File: src/rtl/vrot_pkg.sv
package vrot_pkg;
  localparam int DW = 16;

  typedef enum logic [1:0] {
    MODE_QUAD = 2'b00,
    MODE_TRI3 = 2'b01,
    MODE_TRI2 = 2'b10,
    MODE_SPARE = 2'b11
  } mode_e;

  localparam logic signed [47:0] SAT_HI = (48'sd1 <<< (DW - 1)) - 48'sd1;
  localparam logic signed [47:0] SAT_LO = -(48'sd1 <<< (DW - 1));
  localparam logic signed [47:0] INV_SQRT3 = 48'sd18919;
  localparam logic signed [47:0] HALF_SQRT3 = 48'sd28378;

  function automatic logic signed [DW-1:0] sat(input logic signed [47:0] v);
    if (v > SAT_HI) return SAT_HI[DW-1:0];
    else if (v < SAT_LO) return SAT_LO[DW-1:0];
    else return $signed(v[DW-1:0]);
  endfunction
endpackage

File: src/rtl/vrot_clarke.sv
module vrot_clarke
  import vrot_pkg::*;
(
  input  logic                 clk,
  input  logic                 rst,
  input  logic [1:0]           mode,
  input  logic signed [DW-1:0] phase_u,
  input  logic signed [DW-1:0] phase_v,
  input  logic signed [DW-1:0] phase_w,
  input  logic signed [DW-1:0] quad_in,
  output logic signed [DW-1:0] alpha_o,
  output logic signed [DW-1:0] beta_o
);
  mode_e m;
  logic signed [47:0] diff_vw, beta_tri, a_sel, b_sel;

  always_comb begin
    m        = mode_e'(mode);
    diff_vw  = 48'(phase_w) - 48'(phase_v);
    beta_tri = (diff_vw * INV_SQRT3) >>> 15;
    case (m)
      MODE_QUAD: begin a_sel = 48'(phase_u); b_sel = 48'(quad_in); end
      MODE_TRI2: begin a_sel = -(48'(phase_v) + 48'(phase_w)); b_sel = beta_tri; end
      default:   begin a_sel = 48'(phase_u); b_sel = beta_tri; end
    endcase
  end

  always_ff @(posedge clk) begin
    if (rst) begin
      alpha_o <= '0;
      beta_o  <= '0;
    end else begin
      alpha_o <= sat(a_sel);
      beta_o  <= sat(b_sel);
    end
  end

  // quadrature mode passes the cosine sample straight through
  assert_quad_bypass_R2: assert property (@(posedge clk) disable iff (rst)
    (mode == 2'b00) |=> (alpha_o == $past(phase_u)));
endmodule

File: src/rtl/vrot_cordic.sv
module vrot_cordic
  import vrot_pkg::*;
#(
  parameter int AW   = 12,
  parameter int ITER = 16
) (
  input  logic                 clk,
  input  logic                 rst,
  input  logic                 start,
  input  logic [AW-1:0]        angle,
  output logic                 done,
  output logic signed [DW-1:0] cos_o,
  output logic signed [DW-1:0] sin_o
);
  localparam int XW = DW + 3;
  localparam int ZW = 22;
  localparam int ZS = 20 - AW;
  localparam int CW = $clog2(ITER + 1);
  localparam longint KVAL = ((64'sd1 <<< (DW - 1)) * 64'sd607253) / 64'sd1000000;

  logic signed [XW-1:0] x, y;
  logic signed [ZW-1:0] z;
  logic [1:0]           quad;
  logic [CW-1:0]        it;
  logic                 run;

  // arctan(2^-i) with a full turn equal to 2^20
  function automatic logic signed [ZW-1:0] atan_turn(input int i);
    case (i)
      0: return 22'sd131072;  1: return 22'sd77376;  2: return 22'sd40884;
      3: return 22'sd20753;   4: return 22'sd10417;  5: return 22'sd5213;
      6: return 22'sd2607;    7: return 22'sd1304;   8: return 22'sd652;
      9: return 22'sd326;    10: return 22'sd163;   11: return 22'sd81;
      12: return 22'sd41;    13: return 22'sd20;    14: return 22'sd10;
      15: return 22'sd5;
      default: return 22'sd0;
    endcase
  endfunction

  always_ff @(posedge clk) begin
    if (rst) begin
      run  <= 1'b0;
      done <= 1'b0;
      it   <= '0;
      x    <= '0;
      y    <= '0;
      z    <= '0;
      quad <= '0;
    end else begin
      done <= 1'b0;
      if (start) begin
        run  <= 1'b1;
        it   <= '0;
        x    <= XW'(KVAL);
        y    <= '0;
        z    <= {{(ZW - AW + 2){1'b0}}, angle[AW-3:0]} << ZS;
        quad <= angle[AW-1:AW-2];
      end else if (run) begin
        if (z[ZW-1]) begin
          x <= x + (y >>> it);
          y <= y - (x >>> it);
          z <= z + atan_turn(int'(it));
        end else begin
          x <= x - (y >>> it);
          y <= y + (x >>> it);
          z <= z - atan_turn(int'(it));
        end
        it <= it + 1'b1;
        if (it == CW'(ITER - 1)) begin
          run  <= 1'b0;
          done <= 1'b1;
        end
      end
    end
  end

  // quadrant restore from the folded 0..90 degree result
  always_comb begin
    case (quad)
      2'd0: begin cos_o = sat(48'(x));  sin_o = sat(48'(y));  end
      2'd1: begin cos_o = sat(-48'(y)); sin_o = sat(48'(x));  end
      2'd2: begin cos_o = sat(-48'(x)); sin_o = sat(-48'(y)); end
      default: begin cos_o = sat(48'(y)); sin_o = sat(-48'(x)); end
    endcase
  end

  // a result appears only at the end of a running iteration
  assert_done_after_run_R7: assert property (@(posedge clk) disable iff (rst)
    done |-> $past(run));
endmodule

File: src/rtl/vrot_park.sv
module vrot_park
  import vrot_pkg::*;
(
  input  logic                 clk,
  input  logic                 rst,
  input  logic signed [DW-1:0] alpha,
  input  logic signed [DW-1:0] beta,
  input  logic signed [DW-1:0] fcos,
  input  logic signed [DW-1:0] fsin,
  output logic signed [DW-1:0] rot_d,
  output logic signed [DW-1:0] rot_q,
  output logic signed [DW-1:0] rot_u,
  output logic signed [DW-1:0] rot_v,
  output logic signed [DW-1:0] rot_w
);
  logic signed [47:0] md, mq, half_d, q_term;

  always_comb begin
    md     = (48'(alpha) * 48'(fcos) - 48'(beta) * 48'(fsin)) >>> 15;
    mq     = (48'(alpha) * 48'(fsin) + 48'(beta) * 48'(fcos)) >>> 15;
    half_d = 48'(rot_d) >>> 1;
    q_term = (48'(rot_q) * HALF_SQRT3) >>> 15;
  end

  always_ff @(posedge clk) begin
    if (rst) begin
      rot_d <= '0;
      rot_q <= '0;
      rot_u <= '0;
      rot_v <= '0;
      rot_w <= '0;
    end else begin
      rot_d <= sat(md);
      rot_q <= sat(mq);
      rot_u <= rot_d;
      rot_v <= sat(-half_d - q_term);
      rot_w <= sat(-half_d + q_term);
    end
  end

  // the zero-degree phase tracks the rotated cosine one cycle later
  assert_u_follows_d_R10: assert property (@(posedge clk) disable iff (rst)
    1'b1 |=> (rot_u == $past(rot_d)));
endmodule

File: src/rtl/vrot_top.sv
module vrot_top
  import vrot_pkg::*;
#(
  parameter int AW   = 12,
  parameter int ITER = 16
) (
  input  logic                 clk,
  input  logic                 rst,
  input  logic [1:0]           mode,
  input  logic signed [15:0]   phase_u,
  input  logic signed [15:0]   phase_v,
  input  logic signed [15:0]   phase_w,
  input  logic signed [15:0]   quad_in,
  input  logic [AW-1:0]        angle,
  input  logic                 ang_stb,
  output logic                 busy,
  output logic                 stb_reject,
  output logic signed [15:0]   alpha_o,
  output logic signed [15:0]   beta_o,
  output logic signed [15:0]   rot_d,
  output logic signed [15:0]   rot_q,
  output logic signed [15:0]   rot_u,
  output logic signed [15:0]   rot_v,
  output logic signed [15:0]   rot_w
);
  localparam int BLW = $clog2(ITER + 3);
  localparam logic signed [DW-1:0] ONE_Q = (DW)'((64'sd1 <<< (DW - 1)) - 64'sd1);

  logic                 stb_q, armed, stb_rise, stb_fall, conv_start;
  logic [AW-1:0]        ang_lat;
  logic                 c_done;
  logic signed [DW-1:0] c_cos, c_sin, f_cos, f_sin;
  logic [BLW-1:0]       busy_len;

  assign stb_rise   = ang_stb & ~stb_q;
  assign stb_fall   = ~ang_stb & stb_q;
  assign conv_start = stb_fall & armed;

  always_ff @(posedge clk) begin
    if (rst) begin
      stb_q      <= 1'b0;
      armed      <= 1'b0;
      busy       <= 1'b0;
      stb_reject <= 1'b0;
      ang_lat    <= '0;
      f_cos      <= ONE_Q;
      f_sin      <= '0;
    end else begin
      stb_q      <= ang_stb;
      stb_reject <= 1'b0;
      if (stb_rise) begin
        if (busy) stb_reject <= 1'b1;
        else begin
          ang_lat <= angle;
          armed   <= 1'b1;
        end
      end
      if (conv_start) begin
        armed <= 1'b0;
        busy  <= 1'b1;
      end
      if (c_done) begin
        busy  <= 1'b0;
        f_cos <= c_cos;
        f_sin <= c_sin;
      end
    end
  end

  vrot_clarke u_clarke (
    .clk(clk), .rst(rst), .mode(mode),
    .phase_u(phase_u), .phase_v(phase_v), .phase_w(phase_w), .quad_in(quad_in),
    .alpha_o(alpha_o), .beta_o(beta_o)
  );

  vrot_cordic #(.AW(AW), .ITER(ITER)) u_cordic (
    .clk(clk), .rst(rst), .start(conv_start), .angle(ang_lat),
    .done(c_done), .cos_o(c_cos), .sin_o(c_sin)
  );

  vrot_park u_park (
    .clk(clk), .rst(rst), .alpha(alpha_o), .beta(beta_o),
    .fcos(f_cos), .fsin(f_sin),
    .rot_d(rot_d), .rot_q(rot_q), .rot_u(rot_u), .rot_v(rot_v), .rot_w(rot_w)
  );

  // busy period length monitor
  always_ff @(posedge clk) begin
    if (rst) busy_len <= '0;
    else if (busy) busy_len <= busy_len + 1'b1;
    else busy_len <= '0;
  end

  // busy rises only after a strobe falling edge
  assert_busy_on_fall_R6: assert property (@(posedge clk) disable iff (rst)
    $rose(busy) |-> $past(stb_q && !ang_stb));

  // each busy period lasts ITER+1 cycles
  assert_busy_len_R7: assert property (@(posedge clk) disable iff (rst)
    $fell(busy) |-> (busy_len == BLW'(ITER + 1)));

  // factors move only together with the end of busy
  assert_factors_together_R8: assert property (@(posedge clk) disable iff (rst)
    (!$stable(f_cos) || !$stable(f_sin)) |-> $fell(busy));

  // a reject pulse only follows a busy cycle and lasts one cycle
  assert_reject_busy_R11: assert property (@(posedge clk) disable iff (rst)
    stb_reject |-> ($past(busy) && !$past(stb_reject)));
endmodule

File: config.mk
export PLATFORM = sky130hd
export DESIGN_NAME = vrot_top
export DESIGN_NICKNAME = d
export VERILOG_FILES = /design/src/rtl/vrot_pkg.sv /design/src/rtl/vrot_clarke.sv /design/src/rtl/vrot_cordic.sv /design/src/rtl/vrot_park.sv /design/src/rtl/vrot_top.sv
export SDC_FILE = /design/constraint.sdc
export NUM_CORES = 2
export LEC_CHECK = 0
export CAP_MARGIN = 20
export CORE_MARGIN = 8
export CORE_UTILIZATION = 55
export CTS_BUF_LIST = sky130_fd_sc_hd__clkbuf_4 sky130_fd_sc_hd__clkbuf_8
export DETAILED_ROUTE_END_ITERATION = 8
export PLACE_DENSITY = 0.72
export SETUP_SLACK_MARGIN = 0.4
export SYNTH_ARGS = -nofsm -noshare
export SYNTH_HDL_FRONTEND = slang
export SYNTH_SLANG_ARGS = --single-unit
File: constraint.sdc
create_clock -name clk -period 24.8 [get_ports clk]
set_input_delay 6.2 -clock clk [delete_from_list [all_inputs] [get_ports clk]]
set_output_delay 6.2 -clock clk [all_outputs]
set_load 0.02 [all_outputs]
==> out/results.ini <==
[synthesis]
syn-cell-area_um2 = 71900
ys_types = 89
async_flop_share_pct = 0
yosysSeqAreaShare_pct = 6.88
postSynthCellCount = 8304
ys_seq_elements = 247
yosys_warnings = 0
synth_enable_flop_cells = 0
synthFlopType = dfxtp_1
syn_nets = 10500
syn_avg_cell_area_um2 = 8.66

[timing]
setup_viol = 0
layout_min_cycle_time_ns = 16.11
clock.fmax_mhz = 62.1
slew_violations = 0
hold_viol_final = 0
slew_headroom_pct = 25.1
finalCritPeriodShare_pct = 65.0
fin_worst_skew_ns = 0.0448
rsz0062_at_grt = no
tns_ns = 0
tightest_slew_ns = 1.12

[clock_network]
cts_hold_repair.buffers = 0
cts_sinks = 247
cts_tree = done
cts_setup_buffers = 0
clock_path_buffers = 3
cts-htree-levels = 2
cts_buffers = 48
clock_latency_ns = 0.72
clockRootBuffer = clkbuf_8
clkTransAtPathRegs_ns = 0.07
ctsResizeCount = 0

[route]
drt_first_pass_iters = 8
vias_per_cell = 5.68
wirelength_mm = 202
num_vias = 57000
route.detailed.wl_per_inst_um = 20.1
drtIter0Drc = 4677
drcViolationCount = 0
drtAntennaViolNets = 0

[worst_setup_path]
cp_data_arrival_time_ns = 16.66
worstPathRequired_ns = 25.35
critical_path_class = input pin to flop
cp_slowest_cell = a2111oi_0
cp-start-kind = input pin
r2r_setup_slack_ns = 12.86
cp-end-kind = flop
slowest_delay_ns = 0.64
critPathMaxFanout = 15

[layout]
synthToLayoutAreaGrowth_pct = 6.38
reg_top3 = u_cordic.z x22, u_cordic.x x19, u_cordic.y x19
largest_register = u_cordic.z
largest_reg_flops = 22
layout.nets = 10400
ff_latch_area_um2 = 4950
drive_above_1_share_pct = 3.63
n_fill_cell = 11300
multi_input_area_um2 = 59100

[floorplan]
die_area_um2 = 143000
start_util_pct = 55.5
die_w_um = 378
ios = 195
coreArea_um2 = 130000
num_rows = 132
dieHeight_um = 378

[global_route]
grt_pass1_wl_mm = 329
grt_pass1_vias = 59900
gr-total-overflow = 0
grtUsageTotal_pct = 28.8
grt_max_degree = 74
antenna_found_initial = 11

[min_path]
min_path_type = flop to flop

[flow_run]
max_cap_violations = 0

[placement]
dp_hpwl_mm = 161
port_buffers = 194
gp_congestion = 0.972

[outcome]
status = finished clean

[through the flow]
step	util [%]	setup slack, ns	instances	hold WS [ns]	area (um2)
2_1_floorplan	-	9.83	8304	0.432	71900
3_3_place_gp	58.1	7.92	9944	0.443	75300
3_5_place_dp	58.1	7.69	9947	0.449	75300
4_1_cts	59.0	8.43	10000	0.465	76500
5_1_grt	59.0	8.17	10000	0.485	76500
6_report	59.0	8.69	10000	0.462	76500
[worst max-delay path, delay by kind of cell]
kind / cells / cell delay [ns]
and+or+nand+nor: 3 / 0.59
AOI/OAI and AO/OA: 15 / 4.87
muxes: 2 / 0.67
buffers and inverters: 6 / 0.86
adders and majority gates: 8 / 3.45
[path summary, 6_finish.rpt]
path | start | end | depth (start not counted)
worst max-delay path | phase_v[1] | u_clarke.beta_o[6] | 34
worst min-delay path | ang_lat[11] | ang_lat[11] | 2
worst max register to register | u_park.rot_q[10] | u_park.rot_w[5] | 36
worst min register to register | ang_lat[11] | ang_lat[11] | 2
[cell usage after synthesis (10+ instances only)]
master / instances / area (um2)
and3_1: 34 / 213
nor3_1: 102 / 510
nor2b_1: 49 / 307
or3_1: 29 / 181
a31o_2: 10 / 87.6
inv_1: 1698 / 6370
nand3_1: 68 / 340
dfxtp_1: 247 / 4940
fa_1: 1401 / 28000
or2_2: 19 / 119
o2111ai_1: 12 / 105
mux4_2: 22 / 495
o211ai_1: 33 / 248
a21boi_0: 13 / 97.6
nor2_1: 420 / 1580
o21bai_1: 41 / 308
nand2_1: 942 / 3540
a21oi_1: 411 / 2060
and2_1: 316 / 1980
o31ai_1: 32 / 240
ha_1: 705 / 8820
nand2b_1: 79 / 494
a211oi_1: 66 / 495
xor2_1: 88 / 771
o21a_1: 32 / 240
a21o_1: 62 / 465
nor4_1: 33 / 206
nand4_1: 43 / 269
xnor2_1: 246 / 2150
a221oi_1: 17 / 149
a31oi_1: 52 / 325
clkbuf_1: 366 / 1370
buf_2: 10 / 50.1
mux2i_1: 77 / 771
o21ai_0: 273 / 1370
mux2_2: 22 / 248
buf_1: 19 / 71.3
nor3b_1: 12 / 90.1
[cell type report]
cell class	count	share of cell area, %
Antenna cell	2	0.00654
Clock buffer	67	1.12
Multi-Input combinational cell	5950	77.2
Clock inverter	19	0.370
Timing Repair Buffer	302	3.61
Sequential cell	247	6.47
Inverter	1707	8.38
Tap cell	1742	2.85
[cells by family after synthesis]
logic type,Yosys count,synth area share [%]
flops,247,6.88
buf+inv,2107,11.0
simple gates,2195,14.2
mux,121,2.11
fa+ha+maj,2106,51.3
xor+xnor,334,4.07
compound gates,1194,10.4
[placed cells by master, fill, tap and decap left out, drive strengths merged, types with 246 or more instances in the layout]
cell type  instances
inv             1702
fa              1401
nand2            942
ha               705
nor2             420
a21oi            411
and2             316
o21ai            282
dfxtp            247
xnor2            246
[metal layers]
| layer | wire length (um) | part of all wire (%) | global-route usage [%] | up-vias |
|---|---|---|---|---|
| met3 | 17400 | 8.6 | 5.15 | 470 |
| met2 | 92100 | 46 | 45.9 | 2257 |
| li1 | - | - | - | 25800 |
| met1 | 85200 | 42 | 39.8 | 28500 |
| met4 | 7340 | 3.6 | 9.47 | 2 |
| met5 | 16 | 0.0079 | 0 | - |
Power is not shown: default switching activity piles up to over one toggle a cycle in this logic, so the estimate is an artifact.
